## config.mk

```make
export PLATFORM = sky130hd
export DESIGN_NAME = txpf_inserter
export DESIGN_NICKNAME = d
export VERILOG_FILES = /design/src/rtl/txpf_pkg.sv /design/src/rtl/txpf_crc.sv /design/src/rtl/txpf_len.sv /design/src/rtl/txpf_tail.sv /design/src/rtl/txpf_inserter.sv
export SDC_FILE = /design/constraint.sdc
export NUM_CORES = 1
export LEC_CHECK = 0
export BUFFER_PORTS_ARGS = -buffer_cell sky130_fd_sc_hd__buf_2
export CAP_MARGIN = 20
export CORE_MARGIN = 2
export CORE_UTILIZATION = 54
export DETAILED_ROUTE_END_ITERATION = 7
export HOLD_SLACK_MARGIN = 0.12
export PLACE_DENSITY = 0.76
export SYNTH_ARGS = -nofsm -noshare
export SYNTH_HDL_FRONTEND = slang
export SYNTH_SLANG_ARGS = --single-unit
```

## constraint.sdc

```tcl
create_clock -name clk -period 4.5 [get_ports clk]
set_input_delay 0.9 -clock clk [delete_from_list [all_inputs] [get_ports clk]]
set_output_delay 0.9 -clock clk [all_outputs]
set_load 0.005 [all_outputs]
```

## src/rtl/txpf_pkg.sv

```systemverilog
package txpf_pkg;
  typedef enum logic [1:0] {
    ST_PASS = 2'd0,
    ST_PAD  = 2'd1,
    ST_FCS  = 2'd2
  } txpf_state_e;

  // reflected form of the Ethernet CRC-32 generator
  localparam logic [31:0] CRC_POLY_REFL = 32'hEDB8_8320;
endpackage

```

## src/rtl/txpf_crc.sv

```systemverilog
module txpf_crc #(
  parameter int          CRC_W  = 32,
  parameter int          BYTE_W = 8,
  parameter logic [31:0] POLY   = txpf_pkg::CRC_POLY_REFL
) (
  input  logic              clk,
  input  logic              rst_n,
  input  logic              seed,   // first byte of frame: start from all ones
  input  logic              step,   // absorb din this cycle
  input  logic [BYTE_W-1:0] din,
  output logic [CRC_W-1:0]  fcs     // complemented running value
);
  logic [CRC_W-1:0] crc_q;
  logic [CRC_W-1:0] chain [0:BYTE_W];

  assign chain[0] = seed ? {CRC_W{1'b1}} : crc_q;

  // one LSB-first shift stage per input bit
  for (genvar g = 0; g < BYTE_W; g++) begin : g_bit
    logic fb;
    assign fb = chain[g][0] ^ din[g];
    assign chain[g+1] = fb ? ((chain[g] >> 1) ^ POLY[CRC_W-1:0]) : (chain[g] >> 1);
  end

  always_ff @(posedge clk or negedge rst_n) begin
    if (!rst_n)    crc_q <= {CRC_W{1'b1}};
    else if (step) crc_q <= chain[BYTE_W];
  end

  assign fcs = ~crc_q;
endmodule

```

## src/rtl/txpf_len.sv

```systemverilog
module txpf_len #(
  parameter int CNT_W = 7
) (
  input  logic             clk,
  input  logic             rst_n,
  input  logic             start,    // current byte is the first of a frame
  input  logic             step,     // current byte accepted
  output logic [CNT_W-1:0] len_next  // count including the current byte
);
  localparam logic [CNT_W-1:0] CNT_MAX = {CNT_W{1'b1}};
  logic [CNT_W-1:0] len_q;

  always_comb begin
    if (start)               len_next = CNT_W'(1);
    else if (len_q == CNT_MAX) len_next = CNT_MAX;   // saturate past the minimum
    else                     len_next = len_q + CNT_W'(1);
  end

  always_ff @(posedge clk or negedge rst_n) begin
    if (!rst_n)    len_q <= '0;
    else if (step) len_q <= len_next;
  end
endmodule

```

## src/rtl/txpf_tail.sv

```systemverilog
module txpf_tail
  import txpf_pkg::*;
#(
  parameter int CNT_W     = 7,
  parameter int FCS_BYTES = 4,
  localparam int IDX_W    = (FCS_BYTES > 1) ? $clog2(FCS_BYTES) : 1
) (
  input  logic             clk,
  input  logic             rst_n,
  input  logic             go,        // last client byte accepted
  input  logic [CNT_W-1:0] pad_need,  // zero bytes to add after it
  input  logic             fcs_on,    // add check bytes after the pad
  input  logic             fire,      // output handshake
  output txpf_state_e      st,
  output logic [IDX_W-1:0] idx,
  output logic             last
);
  localparam logic [IDX_W-1:0] IDX_LAST = IDX_W'(FCS_BYTES - 1);

  txpf_state_e      st_q, st_d;
  logic [CNT_W-1:0] pad_q, pad_d;
  logic [IDX_W-1:0] idx_q, idx_d;
  logic             fcs_q, fcs_d;

  always_comb begin
    st_d  = st_q;
    pad_d = pad_q;
    idx_d = idx_q;
    fcs_d = fcs_q;
    unique case (st_q)
      ST_PASS: begin
        if (go) begin
          fcs_d = fcs_on;
          idx_d = '0;
          pad_d = pad_need;
          if (pad_need != '0) st_d = ST_PAD;
          else if (fcs_on)    st_d = ST_FCS;
        end
      end
      ST_PAD: begin
        if (fire) begin
          pad_d = pad_q - CNT_W'(1);
          if (pad_q == CNT_W'(1)) st_d = fcs_q ? ST_FCS : ST_PASS;
        end
      end
      ST_FCS: begin
        if (fire) begin
          if (idx_q == IDX_LAST) begin
            st_d  = ST_PASS;
            idx_d = '0;
          end else begin
            idx_d = idx_q + IDX_W'(1);
          end
        end
      end
      default: st_d = ST_PASS;
    endcase
  end

  always_ff @(posedge clk or negedge rst_n) begin
    if (!rst_n) begin
      st_q  <= ST_PASS;
      pad_q <= '0;
      idx_q <= '0;
      fcs_q <= 1'b1;
    end else begin
      st_q  <= st_d;
      pad_q <= pad_d;
      idx_q <= idx_d;
      fcs_q <= fcs_d;
    end
  end

  assign st   = st_q;
  assign idx  = idx_q;
  assign last = ((st_q == ST_PAD) && (pad_q == CNT_W'(1)) && !fcs_q) ||
                ((st_q == ST_FCS) && (idx_q == IDX_LAST));
endmodule

```

## src/rtl/txpf_inserter.sv

```systemverilog
module txpf_inserter
  import txpf_pkg::*;
#(
  parameter int MIN_FRAME = 64,
  parameter int FCS_BYTES = 4,
  localparam int BYTE_W   = 8,
  localparam int CRC_W    = FCS_BYTES * BYTE_W,
  localparam int CNT_W    = $clog2(MIN_FRAME) + 1,
  localparam int IDX_W    = (FCS_BYTES > 1) ? $clog2(FCS_BYTES) : 1
) (
  input  logic              clk,
  input  logic              rst_n,
  input  logic              fcs_en,
  input  logic              in_valid,
  output logic              in_ready,
  input  logic [BYTE_W-1:0] in_data,
  input  logic              in_sof,
  input  logic              in_eof,
  output logic              out_valid,
  input  logic              out_ready,
  output logic [BYTE_W-1:0] out_data,
  output logic              out_sof,
  output logic              out_eof
);
  localparam logic [CNT_W-1:0] MIN_WITH_FCS = CNT_W'(MIN_FRAME - FCS_BYTES);
  localparam logic [CNT_W-1:0] MIN_NO_FCS   = CNT_W'(MIN_FRAME);

  txpf_state_e      st;
  logic [IDX_W-1:0] idx;
  logic             tail_last;
  logic             pass;
  logic             in_fire, out_fire;
  logic             en_q, en_now;
  logic [CNT_W-1:0] len_next, data_min, pad_need;
  logic [CRC_W-1:0] fcs_word;
  logic [BYTE_W-1:0] fcs_byte;
  logic             crc_seed, crc_step;

  assign pass     = (st == ST_PASS);
  assign in_ready = pass && out_ready;
  assign in_fire  = in_valid && in_ready;
  assign out_fire = out_valid && out_ready;

  // frame-level capture of the enable at the start byte
  assign en_now = in_sof ? fcs_en : en_q;
  always_ff @(posedge clk or negedge rst_n) begin
    if (!rst_n)                 en_q <= 1'b1;
    else if (in_fire && in_sof) en_q <= fcs_en;
  end

  txpf_len #(.CNT_W(CNT_W)) u_len (
    .clk      (clk),
    .rst_n    (rst_n),
    .start    (in_sof),
    .step     (in_fire),
    .len_next (len_next)
  );

  assign data_min = en_now ? MIN_WITH_FCS : MIN_NO_FCS;
  assign pad_need = (len_next < data_min) ? (data_min - len_next) : '0;

  txpf_tail #(.CNT_W(CNT_W), .FCS_BYTES(FCS_BYTES)) u_tail (
    .clk      (clk),
    .rst_n    (rst_n),
    .go       (in_fire && in_eof),
    .pad_need (pad_need),
    .fcs_on   (en_now),
    .fire     (out_fire),
    .st       (st),
    .idx      (idx),
    .last     (tail_last)
  );

  assign crc_seed = in_fire && in_sof;
  assign crc_step = in_fire || ((st == ST_PAD) && out_fire);

  txpf_crc #(.CRC_W(CRC_W), .BYTE_W(BYTE_W)) u_crc (
    .clk   (clk),
    .rst_n (rst_n),
    .seed  (crc_seed),
    .step  (crc_step),
    .din   (pass ? in_data : '0),
    .fcs   (fcs_word)
  );

  // least significant byte of the complemented value goes first
  always_comb begin
    fcs_byte = '0;
    for (int k = 0; k < FCS_BYTES; k++) begin
      if (idx == IDX_W'(k)) fcs_byte = fcs_word[k*BYTE_W +: BYTE_W];
    end
  end

  always_comb begin
    if (pass) begin
      out_valid = in_valid;
      out_data  = in_data;
      out_sof   = in_sof;
      out_eof   = in_eof && (pad_need == '0) && !en_now;
    end else begin
      out_valid = 1'b1;
      out_data  = (st == ST_PAD) ? '0 : fcs_byte;
      out_sof   = 1'b0;
      out_eof   = tail_last;
    end
  end
endmodule

```

==> results.md, run 1 <==
- The number of standard cells in the final layout excluding fillers is around 630.
- The area enclosed by the die boundary is 8870 um^2.
- The final critical-path share of the clock period is 94.7%.
- Between clock sinks in the finished design, the worst skew comes to 17.8 ps.
- The overall fraction of global-route tracks in use is a little over a quarter.
- Routability-driven placement finished with a final weighted congestion of 0.880.
- Summing all non-filler instances in the final layout gives an area of 4620 um^2.
- The maximum root-to-sink buffer count is 2.
- The xor/xnor share of the synthesized area is 17.4%.
- Summing internal, switching and leakage power gives slightly below 4 mW.
- The number of buffer and inverter stages on the critical path is 2.
- CTS built an H-tree with a depth of 2.
- Port buffering added 26 buffers.
- The root buffer selected by CTS is clkbuf_8.
- At the worst endpoint, the required time is 3600 ps.
- After routing, the total negative slack on setup checks comes to 0 ps.
- The number of nets in the finished design is 553.
- The share of synthesized area occupied by flip-flops and latches is 30.6%.
- After synthesis, the share of cell area in mux cells is 4.87%.
- The clock buffer count from CTS is 5.
- Dividing total power by cell area gives a power density of 844 nW/um^2.
- Summing the areas of all compound-gate instances in the mapped netlist gives between 20% and 30% of the synthesized area.
- In the synthesized netlist, the number of instances is 526.
- Grouping stages by cell kind, the critical path spends the most delay in compound AO/OA/AOI/OAI gates.
- The estimated wirelength of the detail-placed design is 8.08 mm.
- The area of the core is 7810 um^2.
- The tool flagged a number of max-cap violations equal to 0.
- Summing the areas of all and, or, nand and nor instances in the mapped netlist gives 13.5% of the synthesized area.
- The synthesized design contains 52 register bits.
- For this run, design rule violations remaining after detail routing come to 0.
- The share of flip-flops with an asynchronous set or reset is 100%.
- The die is 94.2 um wide.
- The start-to-end type of the worst setup path is reg -> out.
- The maximum vdd ir drop is 328 uV.
- Entering global routing, the biggest net connects 62 pins.
- For this block, the via count after detailed routing is 3890.
- The final count of hold timing violations was 0.
- The count of different cell masters after synthesis is 55.
- The signal on the critical path passes through ha_1, and3_1, nand2_1, a21o_1, ha_1, inv_1, nor3_1, o21ai_0, a32o_1, a31oi_1, o22ai_1, buf_2.
- The mean area per synthesized cell is ~8.3 um^2.
- The highest clock rate is about 230 MHz.
- The first global-routing pass estimated roughly 18 mm of wire.
- The number of global-route vias before repair came to 3679.
- The net count after synthesis is 554.
- The final-layout worst hold slack is approximately 470 ps.
- The mean routed wirelength per cell is approximately 18 um.
- The worst pin sits at a relative slew slack of 46.4%.
- The slowest stage of the critical path is the dfrtp_1 cell.
- From bottom edge to top edge, the die measures 94.2 um.
- Yosys mapped a number of flops with a built-in enable equal to 0.
- The core occupancy in the finished layout is between 50 and 60%.
- During I/O placement, the number of pins put on the boundary was 27.
- Setup repair after global routing left no endpoint under its margin.
- For the finished layout, the period the worst path requires is 4260 ps.
- The peak fanout along the critical path is 6.
- Counting tap cells, the placed design contains a total of between 600 and 700 instances.
- The tightest min-delay check is of the reg -> reg type.
- The floorplan has 32 rows.
- The placed standard-cell area is 4530 um^2.
- Summed over all cells, the static leakage comes to a little under 2 nW.
- The TritonCTS clock tree is yes.
- The total clock sinks is 52.
- The initial standard-cell utilization of the core is 56.2%.
- The number of gates given a new drive strength after cts is 0.
- The aggregate routed wire length is around 11 mm.
- After Yosys synthesis, full adders, half adders and majority gates account for 3.71% of the synthesized area.
- Global routing finished with a remaining overflow of 0.
- The combinational family with the most area after synthesis is compound AO/OA/AOI/OAI gates.
- The warning count from the yosys run is 0.
- The transition time of the tightest slew-check pin is just over 800 ps.
- For this run, the slowest stage of the critical path takes 410 ps.
- The first-pass iteration count of the detailed router is 7.
- The final setup violation count is 0.
- The number of antenna violations at the first check in global routing is 0.
- The pre-CTS setup slack is ~330 ps.
- The clock transition at the registers of the reported paths is 90 ps.
- Once detail routing completed, the nets flagged for antenna violations numbered 0.
- The count of routing violations after the opening detailed-route iteration is just over 300.
- The critical path data arrival time is around 3400 ps.
- The worst path meets setup with 236 ps of slack.
- The area overhead of the layout relative to synthesis is 5.36%.
- The number of slew-limit violations in the final report was 0.
- In this run the post-CTS setup repair buffer count came out at 0.
- The number of antenna diodes in the final layout is 0.
- The worst setup path is launched from a flop.
- The post-route netlist has roughly 17% of its cells at a drive strength greater than 1.
- The per-cell via count in the routed design is 6.19.
- The main flop type after synthesis is dfstp_2.
- The cell type with the highest occurrence count on the critical path is ha_1.
- The count of hold-fix buffers inserted at cts is 0.
- The worst setup path is captured at an output pin.
- The flow ran to the end, and the final reports show no timing, DRC or antenna violations.
- The insertion delay to the later sink of the worst-skew pair is between 300 and 400 ps.
- The post-synth design cell area is 4390 um^2.
-- path summary, 6_finish.rpt --
path | start | end | slack [ps] | cells after the start
max in group asynchronous | rst_n | u_crc.crc_q[13]$_DFFE_PN1P_ | 3120 | 2
hold reg to reg | u_crc.crc_q[31]$_DFFE_PN1P_ | u_crc.crc_q[31]$_DFFE_PN1P_ | 470 | 2
hold / removal | u_crc.crc_q[31]$_DFFE_PN1P_ | u_crc.crc_q[31]$_DFFE_PN1P_ | 470 | 2
setup reg to reg | u_len.len_q[0]$_DFFE_PN0P_ | u_tail.pad_q[3]$_DFFE_PN0P_ | 1370 | 11
min in group asynchronous | rst_n | u_len.len_q[1]$_DFFE_PN0P_ | 530 | 1
setup / recovery | u_len.len_q[0]$_DFFE_PN0P_ | out_eof | 240 | 12
-- where the power goes --
group          leakage [nW]  total [mW]  switching [mW]  internal [mW]
clock                0.0510       0.290           0.166          0.123
sequential            0.585        1.04           0.231          0.808
combinational          1.29        2.58            1.38           1.20
total                  1.92        3.90            1.78           2.13
-- state kept, by name, summed over array words and instances (netlist names) --
name and count:
u_len.len_q 7, u_tail.st 2, u_tail.idx 2, en_q 1, u_tail.fcs_q 1, u_tail.pad_q 7, u_crc.crc_q 32
-- worst register-to-register path, delay by kind of cell, from the launching register on --
kind | cells | cell delay [ps]
compound gates | 4 | 1040
simple gates | 4 | 970
fa+ha+maj | 2 | 580
flops | 1 | 410
buf+inv | 1 | 80
-- cell usage after synthesis (3+ instances only) --
cell	count	share of area (%)
a21oi_1	44	5.0
nor3_1	3	0.34
nor2b_1	4	0.57
o21ai_1	16	1.8
o21ai_0	51	5.8
buf_2	13	1.5
or3_1	5	0.71
mux2_2	3	0.77
a311oi_1	3	0.60
a21o_1	10	1.7
a32o_1	3	0.68
dfrtp_1	18	10
a211oi_1	4	0.68
a22o_1	15	3.0
dfstp_2	34	20
nand3_1	13	1.5
nor2_1	32	2.7
and3_1	5	0.71
xnor2_1	41	8.2
and2_1	3	0.43
xor2_2	3	1.1
ha_1	13	3.7
inv_1	21	1.8
clkbuf_1	24	2.1
nand2_1	60	5.1
xor2_1	25	5.0
a31oi_1	6	0.86
xnor3_1	5	2.6
mux2i_1	18	4.1
-- area by class of cell --
class / count / area [um^2]
multi-input combinational: 413 / 2810
tap: 102 / 128
clock inverter: 2 / 10.0
fill: 692 / 3180
clock buffer: 6 / 82.6
timing repair buffer: 32 / 175
inverter: 21 / 78.8
sequential: 52 / 1340
-- cell families after synthesis --
group                      count (synthesis)
DFF                                       52
AOI/OAI and AO/OA                        171
and+or+nand+nor                          133
adders and majority gates                 13
xor gates and xnor gates                  75
buffers and inverters                     61
muxes                                     21
-- placed cells by master, fill, tap and decap left out, types with 18 or more instances in the layout --
cell	n
a21oi_1	43
buf_2	26
dfrtp_1	18
dfstp_2	34
inv_1	21
mux2i_1	18
nand2_1	60
nor2_1	32
o21ai_0	51
xnor2_1	41
xor2_1	25
-- per-layer routing --
layer  share of wire, %  up-vias  track usage [%]
met5                  0        -                0
met4                1.9        0             8.94
met3                7.8       21             4.82
met2                 47      154             42.0
met1                 43     1884             35.7
li1                   -     1831                -
Note: power is estimated with default switching activity, not from simulation.
==> run 2: changes to the inputs <==
--- a/config.mk
+++ b/config.mk
@@ -5,6 +5,7 @@
 export SDC_FILE = /design/constraint.sdc
 export NUM_CORES = 1
 export LEC_CHECK = 0
+export ABC_AREA = 1
 export BUFFER_PORTS_ARGS = -buffer_cell sky130_fd_sc_hd__buf_2
 export CAP_MARGIN = 20
 export CORE_MARGIN = 2
==> results.md, run 2 <==
- The run finished with clean final reports.
- VDD sags by at most 478 uV.
- The critical path goes through buf_2, o21ai_1, inv_1, ha_1, a21oi_1, nor2_1, a211oi_1, nand2_1, nand2_1, nor2_1, nor2_1, nand3_1, o21ai_0, buf_2.
- During placement, the flow inserted port buffers numbering 26.
- The xor/xnor share of the synthesized area is 11.7%.
- The register with the most flip-flops in the layout has 32 of them.
- The clock transition at the registers of the reported paths is 90 ps.
- The final critical-path share of the clock period is 93.5%.
- The number of placed I/O pins is 27.
- The site row count is 33.
- The final setup violation count is 0.
- Measured against the total synthesized area, the mux share comes to 0%.
- The adder-cell share of the synthesized area is 3.60%.
- The family with the most delay on the worst path is compound AO/OA/AOI/OAI gates.
- In the post-synthesis netlist, the biggest area contributors are dfstp_2, nand2_1, dfrtp_1.
- The TritonCTS clock tree is yes.
- For the worst setup path, the data required time is 3600 ps.
- Setup repair after global routing left no endpoint under its margin.
- The number of global-route vias before repair is 4018.
- The number of cells produced by synthesis is 670.
- Sequential cells account for 21.8% of the total power.
- The number of different library cells used by synthesis comes to 39.
- CTS placed an instance of clkbuf_8 at the clock tree root.
- Relative to the synthesized area, the layout overhead comes to 6.89%.
- Leaving out filler cells and counting taps, the final layout contains 797.
- Counting both buffers and inverters, the worst setup path holds a total of 3.
- The internal portion of total power is 2.00 mW.
- The combinational family with the most area after synthesis is simple AND/OR/NAND/NOR gates.
- The most frequent cell after synthesis is nand2_1.
- Cells with a size suffix above 1 make up 16.8% of the layout.
- The total overflow left after global routing is 0.
- More flip-flops sit in one register than any other, and that register is u_crc.crc_q.
- In this run the remaining antenna-violating nets after routing total 0.
- Static timing analysis puts the maximum clock frequency at 238 MHz.
- The die outline height is 95.5 um.
- Data on the critical path arrives at its endpoint at about 3300 ps.
- By instance count, the cell type seen most on the critical path is nor2_1.
- The clock share of power is 6.8%.
- Leaving out fill and tap cells, the most frequent cell in the layout is nand2_1.
- STA classifies the critical path startpoint as an input pin.
- Net switching is 52.4% of the power.
- Counting instances in the post-synthesis netlist gives the leading cell types as nand2_1, inv_1, o21ai_0, nand3_1, xor2_1.
- The share of the synthesized area in compound gates (AO/OA/AOI/OAI) is 12.3%.
- The max-capacitance violation count is 0.
- Of the synthesized area, sequential elements account for 29.7%.
- The clock buffer count from CTS is 5.
- The net switching power figure is 2.21 mW.
- The area enclosed by the die boundary is 9120 um^2.
- Prior to clock tree synthesis, the placed netlist has a worst setup slack of roughly 150 ps.
- The path class of the lowest-slack min-delay path is reg -> reg.
- In this design, the stage delay of the slowest critical-path cell is between 300 and 400 ps.
- The post-synth design cell area is roughly 4500 um^2.
- The cell at the slowest stage of the critical path is ha_1.
- The first-pass iteration count of the detailed router is 5.
- In this run the number of H-tree levels came out at 2.
- The peak fanout along the critical path is 5.
- The number of antenna violations at the first check in global routing came to 0.
- The final count of hold timing violations came to 0.
- The warning count from the yosys run is 0.
- The routed via count is ~4300.
- The number of remaining DRC errors is 0.
- STA classifies the critical path endpoint as an output pin.
- The clock period minus final worst setup slack is 4210 ps.
- In this run the standard cell core region covers roughly 8200 um^2.
- The routability-driven placement congestion ratio is 0.894.
- The number of placed instances, taps included is between 700 and 800.
- The initial standard-cell utilization of the core is 55.3%.
- The overall fraction of global-route tracks in use is about a quarter.
- The clock arrives with 11.5 ps of skew.
- Of the total synthesized cell area, the portion taken by AND, OR, NAND and NOR gates is 33.2%.
- The net count after synthesis is around 700.
- The number of slew-limit violations in the final report came to 0.
- The number of antenna diodes in the final layout is 0.
- The count of routing violations after the opening detailed-route iteration is 255.
- Yosys mapped a number of flops with a built-in enable equal to 0.
- The estimated wirelength of the detail-placed design is 8.46 mm.
- The relative contribution of combinational cells to total power is 71.4%.
- The number of nets in the finished design is 719.
- In this run the deepest clock path goes through 2 buffers.
- Leaving out fill and tap cells, the most frequent cells in the layout are nand2_1, inv_1, o21ai_0.
- Counting flops with an async set or reset pin after synthesis yields a share of 100%.
- The core occupancy in the finished layout is 59.1%.
- A synthesized cell averages 6.75 um^2.
- The first global-routing pass estimated 18.6 mm of wire.
- Entering global routing, the biggest net connects 45 pins.
- The start-to-end type of the worst setup path is in -> out.
- The most used flip-flop cell after synthesis is dfstp_2.
- In the final timing run, aggregate negative setup slack is 0 ps.
- The mean routed wirelength per cell is between 10 and 15 um.
- The worst pin sits at a relative slew slack of a little over half.
- The die width is approximately 95 um.
- The number of synthesized register bits is 52.
- The biggest area contributor in the post-synthesis netlist is dfstp_2.
- The total clock sinks is 52.
- The final layout contains routed wiring with a total length of roughly 11 mm.
- The clock reaches the later pin of the worst-skew pair after 310 ps.
- The post-layout worst setup margin is 294 ps.
- The per-cell via count in the routed design is roughly 5.4.
- The leakage power is 2.60 nW.
- The transition time of the tightest slew-check pin is 701 ps.
- In the final layout, the registers with the most flip-flops are u_crc.crc_q x32, u_len.len_q x7, u_tail.pad_q x7.
- The power density of the placed cells is 872 nW/um^2.
- The synthesized design devotes to its leading area cell type 19.8% of total area.
## run 2: metrics by stage
step / area, um^2 / power, mW / hold slack [ps]
CTS: 4830 / 4.19 / 478
finish: 4830 / 4.21 / 474
floorplan: 4520 / 3.25 / 448
detailed placement: 4740 / 3.88 / 458
global route: 4830 / 4.64 / 492
global placement: 4740 / 3.78 / 458
## run 2: timing repair
action | CTS | global route
hold buffers | 0 | 0
buffers inserted | 0 | 0
setup endpoints to repair | 0 | 1
gates resized for setup | 0 | 1
## run 2: path summary, 6_finish.rpt
| kind | from | to | slack (ps) | cells past startpoint |
|---|---|---|---|---|
| setup reg to reg | u_len.len_q[0]$_DFFE_PN0P_ | u_tail.st[1]$_DFFE_PN0P_ | 1510 | 17 |
| hold reg to reg | u_crc.crc_q[21]$_DFFE_PN1P_ | u_crc.crc_q[21]$_DFFE_PN1P_ | 470 | 2 |
| setup / recovery | in_sof | out_eof | 290 | 14 |
| max in group asynchronous | rst_n | en_q$_DFFE_PN1P_ | 3020 | 2 |
| min in group asynchronous | rst_n | u_tail.pad_q[4]$_DFFE_PN0P_ | 630 | 1 |
| hold / removal | u_crc.crc_q[21]$_DFFE_PN1P_ | u_crc.crc_q[21]$_DFFE_PN1P_ | 470 | 2 |
## run 2: cell families after synthesis
kind of cell    count (synthesis)
fa+ha+maj                      13
simple gates                  339
compound gates                103
flops                          52
buf+inv                       111
xor+xnor                       52
## run 2: area by class of cell
type	count	area, um^2
multi-input combinational	507	2750
tap	105	131
timing repair buffer	30	160
inverter	95	357
clock inverter	2	10.0
fill	789	3340
clock buffer	6	82.6
sequential	52	1340
## run 2: per-layer routing
layer | wire length (um) | part of all wire [%] | vias up | GRT usage (%)
li1 | - | - | 2133 | -
met1 | 5160 | 45 | 2005 | 36.1
met2 | 5360 | 47 | 147 | 43.0
met3 | 710 | 6.2 | 13 | 3.48
met4 | 139 | 1.2 | 0 | 7.86
met5 | 0 | 0 | - | 0
## run 2: worst min-delay path, delay by kind of cell (launching register included)
kind / cells / cell delay, ps
flops: 1 / 380
simple gates: 2 / 100
## run 2: power groups by stage
stage | clock network [mW] | logic [mW] | registers (mW)
global route | 0.315 | 3.39 | 0.944
floorplan | 0 | 2.37 | 0.886
finish | 0.287 | 3.01 | 0.918
global placement | 0 | 2.86 | 0.915
detailed placement | 0 | 2.96 | 0.923
CTS | 0.297 | 2.98 | 0.917
